`src/rtl/vedic_pkg.sv`:
```
// Shared constants for the recursive crosswise multiplier.
// Assumes operand widths are powers of two and at least 2.
package vedic_pkg;
    parameter int TOP_W  = 16;
    parameter int LEAF_W = 2;
endpackage

```
`src/rtl/vm_ha.sv`:
```
// Half adder: sum and carry of two bits. Purely combinational.
module vm_ha (
    input  logic i0,
    input  logic i1,
    output logic s,
    output logic c
);
    // add two single bits
    always_comb begin
        s = i0 ^ i1;
        c = i0 & i1;
    end
endmodule

```
`src/rtl/vm_cell2.sv`:
```
// 2x2 unsigned leaf multiplier: four AND terms and two half adders.
// Assumes nothing beyond 2-bit unsigned inputs; output is 4 bits.
module vm_cell2 (
    input  logic [1:0] x,
    input  logic [1:0] y,
    output logic [3:0] z
);
    logic t00, t10, t01, t11;
    logic c_lo;

    // partial-product AND terms
    always_comb begin
        t00 = x[0] & y[0];
        t10 = x[1] & y[0];
        t01 = x[0] & y[1];
        t11 = x[1] & y[1];
    end

    // bit 0 passes straight through
    assign z[0] = t00;

    vm_ha u_ha_cross (.i0(t10),  .i1(t01), .s(z[1]), .c(c_lo));
    vm_ha u_ha_top   (.i0(c_lo), .i1(t11), .s(z[2]), .c(z[3]));
endmodule

```
`src/rtl/vm_combine.sv`:
```
// Merges four half-width sub-products into a full product of width 2*W.
// Assumes W is even and each sub-product is W bits wide (H = W/2 per operand half).
module vm_combine #(
    parameter int W = 4
) (
    input  logic [W-1:0]   p_ll,
    input  logic [W-1:0]   p_hl,
    input  logic [W-1:0]   p_lh,
    input  logic [W-1:0]   p_hh,
    output logic [2*W-1:0] z
);
    localparam int H  = W / 2;
    localparam int MW = W + 1;   // middle sum width, never overflows
    localparam int UW = W + H;   // width of the upper result slice

    logic [MW-1:0] mid;
    logic [UW-1:0] upper;

    // sum of the two cross terms and the upper half of low*low
    always_comb mid = MW'(p_ll[W-1:H]) + MW'(p_hl) + MW'(p_lh);

    // final addition with high*high weighted by the full width
    always_comb upper = {p_hh, {H{1'b0}}} + UW'(mid);

    // assemble the result: low bits of low*low pass straight through
    assign z = {upper, p_ll[H-1:0]};
endmodule

```
`src/rtl/vm_level.sv`:
```
// Recursive unsigned W x W multiplier producing 2*W bits.
// Below the leaf width it uses the 2x2 cell; otherwise four half-width
// copies of itself run in parallel and vm_combine merges them.
// Assumes W is a power of two, W >= 2. Purely combinational.
module vm_level #(
    parameter int W = 4
) (
    input  logic [W-1:0]   x,
    input  logic [W-1:0]   y,
    output logic [2*W-1:0] z
);
    localparam int H = W / 2;

    generate
        if (W <= vedic_pkg::LEAF_W) begin : g_leaf
            vm_cell2 u_cell (.x(x[1:0]), .y(y[1:0]), .z(z[3:0]));
        end else begin : g_split
            logic [W-1:0] p_ll, p_hl, p_lh, p_hh;

            vm_level #(.W(H)) u_ll (.x(x[H-1:0]), .y(y[H-1:0]), .z(p_ll));
            vm_level #(.W(H)) u_hl (.x(x[W-1:H]), .y(y[H-1:0]), .z(p_hl));
            vm_level #(.W(H)) u_lh (.x(x[H-1:0]), .y(y[W-1:H]), .z(p_lh));
            vm_level #(.W(H)) u_hh (.x(x[W-1:H]), .y(y[W-1:H]), .z(p_hh));

            vm_combine #(.W(W)) u_comb (
                .p_ll(p_ll), .p_hl(p_hl), .p_lh(p_lh), .p_hh(p_hh), .z(z)
            );
        end
    endgenerate
endmodule

```
`src/rtl/vm_mult16.sv`:
```
// Top: 16x16 unsigned multiplier with a 32-bit product, built from the
// recursive crosswise levels. No clock or reset; output follows inputs.
module vm_mult16 (
    input  logic [vedic_pkg::TOP_W-1:0]   op_a,
    input  logic [vedic_pkg::TOP_W-1:0]   op_b,
    output logic [2*vedic_pkg::TOP_W-1:0] product
);
    vm_level #(.W(vedic_pkg::TOP_W)) u_core (.x(op_a), .y(op_b), .z(product));
endmodule

```
`config.mk`:
```
export PLATFORM = sky130hd
export DESIGN_NAME = vm_mult16
export DESIGN_NICKNAME = d
export VERILOG_FILES = /design/src/rtl/vedic_pkg.sv /design/src/rtl/vm_ha.sv /design/src/rtl/vm_cell2.sv /design/src/rtl/vm_combine.sv /design/src/rtl/vm_level.sv /design/src/rtl/vm_mult16.sv
export SDC_FILE = /design/constraint.sdc
export NUM_CORES = 1
export LEC_CHECK = 0
export BUFFER_PORTS_ARGS = -buffer_cell sky130_fd_sc_hd__buf_2
export CORE_MARGIN = 2
export CORE_UTILIZATION = 60
export DETAILED_ROUTE_END_ITERATION = 8
export MAX_ROUTING_LAYER = met4
export PLACE_DENSITY = 0.85
export SLEW_MARGIN = 20
export SYNTH_ARGS = -nofsm -noshare
export SYNTH_HDL_FRONTEND = slang
export SYNTH_SLANG_ARGS = --single-unit
```
`constraint.sdc`:
```
create_clock -name vclk -period 9.1
set_input_delay 0.455 -clock vclk [all_inputs]
set_output_delay 0.455 -clock vclk [all_outputs]
set_load 0.01 [all_outputs]
```
==> parameters.txt <==
Parameter                              Value

Status
  Outcome ... complete, but fails checks
  Failing checks ... negative setup slack

Finish
  Number of inserted filler cells in the final layout ... 1,369
  Util after Layout ... 70.5%
  Fraction of layout cells with a size suffix above 1 ... roughly 18%
  # nets final ... 1,891
  Total number of sequential cells ... 0
  Area occupied by multi-input gates ... 11,000 um2
  Area Overhead vs Synth ... 16.3%
  FF/Latch Area ... 0 um2
  Layout clock buffer count ... 0
  ANT cells ... 0

Timing
  Min setup slack post-route ... -0.644 ns
  Final Setup Violations ... 11
  Worst Tran Pin Value ... 0.758 ns
  Max-slew violation count ... 0
  Unrepaired setup endpoints after global routing ... true
  Ratio of final minimum period to clock period ... 107%
  Final-layout setup total negative slack ... -5.06 ns
  Max transition margin ... between 40% and 50%
  Time the worst path needs with I/O delays and setup ... 9.74 ns
  Number of endpoints with negative hold slack in the final report ... 0
  F_max ... approximately 100 MHz

GRT
  Maximum number of pins on one net before global-route repair ... 17
  First-pass GRT wire length ... 44.8 mm
  Total congestion overflow ... 0
  Global-route total usage across every layer ... ~28%
  Initial antenna violation count ... 0
  Via count of the first global-routing pass ... 9,856

Worst setup path
  Worst path most repeated cell ... inv_2
  Slowest stage cell on the critical path ... fa_2
  Critical path capture point type ... output port
  Maximum net fanout on the critical path ... 4
  WS Path Type ... in2out
  Endpoint required time on the critical path ... 8.65 ns
  Slowest stage delay, CP ... 0.52 ns
  Type of element launching the critical path ... input port
  Critical path arrival ... between 9 and 10 ns

Clock tree
  Hold-fix buffer count after cts ... 0

Floorplan
  Die area ... 19,800 um2
  Site Rows ... 50
  Die Width ... 141 um
  Core ar. ... 18,500 um2
  Vertical extent of the die ... between 100 and 150 um
  Number of placed I/O pins ... 64
  Effective utilization at floorplan ... 60.6%

Placement
  Port buffer count ... 64
  Worst slack after detailed placement ... -0.757 ns
  Routability congestion estimate ... 0.982
  Sum of net half-perimeters after detailed placement ... about 23 mm

Hold path
  Hold WC Path Type ... in2out
  Hold-critical path depth ... 4
  Sink of the worst hold path ... product[1]
  Origin of the worst min-delay path ... op_a[1]

Routing
  Via count of the routed design ... 9,264
  DRC violation count after routing ... 0
  Initial DRT Pass Iterations ... 4
  DR WL/cell ... approximately 17 um
  Routed Antenna Nets ... 0
  Detail-routed via count per cell ... 5.65
  Detailed Route Iter0 Violations ... 307
  Aggregate routed wire length ... 27.2 mm

Yosys
  Sequential area share after synthesis ... 0%
  Post-synthesis instance area ... 11,200 um2
  Yosys warning total ... 0
  Syn Nets ... 1,743
  Synthesized netlist cell count ... between 1,000 and 1,500
  Average footprint of a synthesized cell ... 8.90 um2
  Synth unique cells ... 40

Flow run
  Max-cap viol count ... 0
## critical path: cells and delay by family
family | cells | cell delay, ns
AOI/OAI and AO/OA | 10 | 1.67
xor gates and xnor gates | 4 | 0.63
adders and majority gates | 13 | 4.36
buffers and inverters | 9 | 0.59
and+or+nand+nor | 8 | 1.56
## routing by layer
layer  routed length (um)  share of wire, %  up-vias  GRT usage, %
met3                  941               3.5       63         0.985
met2                14300                53      210          52.5
li1                     -                 -     4526             -
met5                    0                 0        -             -
met1                11100                41     4465          32.7
met4                  816               3.0        0          7.84
## worst max-delay path by stage
stage	from	endpoint	slack, ns
2_1_floorplan	op_b[0]	product[31]	0.01
3_3_place_gp	op_b[0]	product[31]	-0.45
3_5_place_dp	op_b[0]	product[31]	-0.76
4_1_cts	op_b[0]	product[31]	-0.57
5_1_grt	op_a[1]	product[29]	-0.97
6_report	op_b[3]	product[31]	-0.64
## what timing repair did
| action | 4_1_cts | 5_1_grt |
|---|---|---|
| endpoints found under the setup margin | 12 | 14 |
| gates resized for setup | 35 | 31 |
| pin swaps | 41 | 37 |
| setup buffers | 7 | 8 |
## cell usage in the layout, fill, tap and decap left out, types with 3 or more instances in the layout
cell      instances
ha_1            338
and2_1          218
inv_1           119
buf_4           113
fa_1             92
xnor2_1          81
a21oi_1          59
buf_2            57
a21o_1           52
nand2_1          48
xor2_1           47
nor2_1           33
o21ai_0          14
a21oi_2          12
ha_4             11
o21bai_1          8
xnor2_2           8
inv_2             7
buf_6             7
and2_4            6
fa_2              6
o21ai_2           5
nor3_1            4
o41ai_1           4
nor2b_1           4
nand2b_1          4
nand3_1           4
o21a_1            3
ha_2              3
## cell usage after synthesis, types with 2 or more instances
cell	instances	area (um2)
clkbuf_1	32	120
nor2b_1	4	25.0
fa_1	98	1960
o41ai_1	4	35.0
o31a_1	2	17.5
a21oi_1	71	355
a211oi_1	2	15.0
nor3_1	7	35.0
o21ai_0	20	100
nand2b_1	5	31.3
inv_1	127	477
nand2_1	50	188
nor2_1	34	128
ha_1	352	4400
o21a_1	3	22.5
nand3_1	5	25.0
o21bai_1	10	75.1
buf_4	2	15.0
and3_1	2	12.5
xor2_1	48	420
and2_1	224	1400
o31ai_1	2	15.0
a21o_1	52	390
xnor2_1	89	780
## metrics by stage
step	instances	hold slack, ns	cell area (um2)
finish	1641	1.37	13100
global route	1641	1.38	13100
CTS	1633	1.39	12800
detailed placement	1629	1.41	12600
global placement	1629	1.41	12600
floorplan	1261	1.11	11400
## logic make-up after synthesis
kind of cell             share of synthesized area, %
AND/OR/NAND/NOR                                  17.0
adder cells (fa/ha/maj)                          56.7
XOR/XNOR                                         10.7
AO/OA/AOI/OAI                                    10.1
buffers and inverters                            5.45
## final cells by class
cell class	instances	area share, %
Tap cell	234	2.24
Inverter	127	3.67
Multi-Input combinational cell	1100	84.4
Timing Repair Buffer	180	9.71
Power is not shown: default switching activity piles up to over one toggle a cycle in this logic, so the estimate is an artifact.
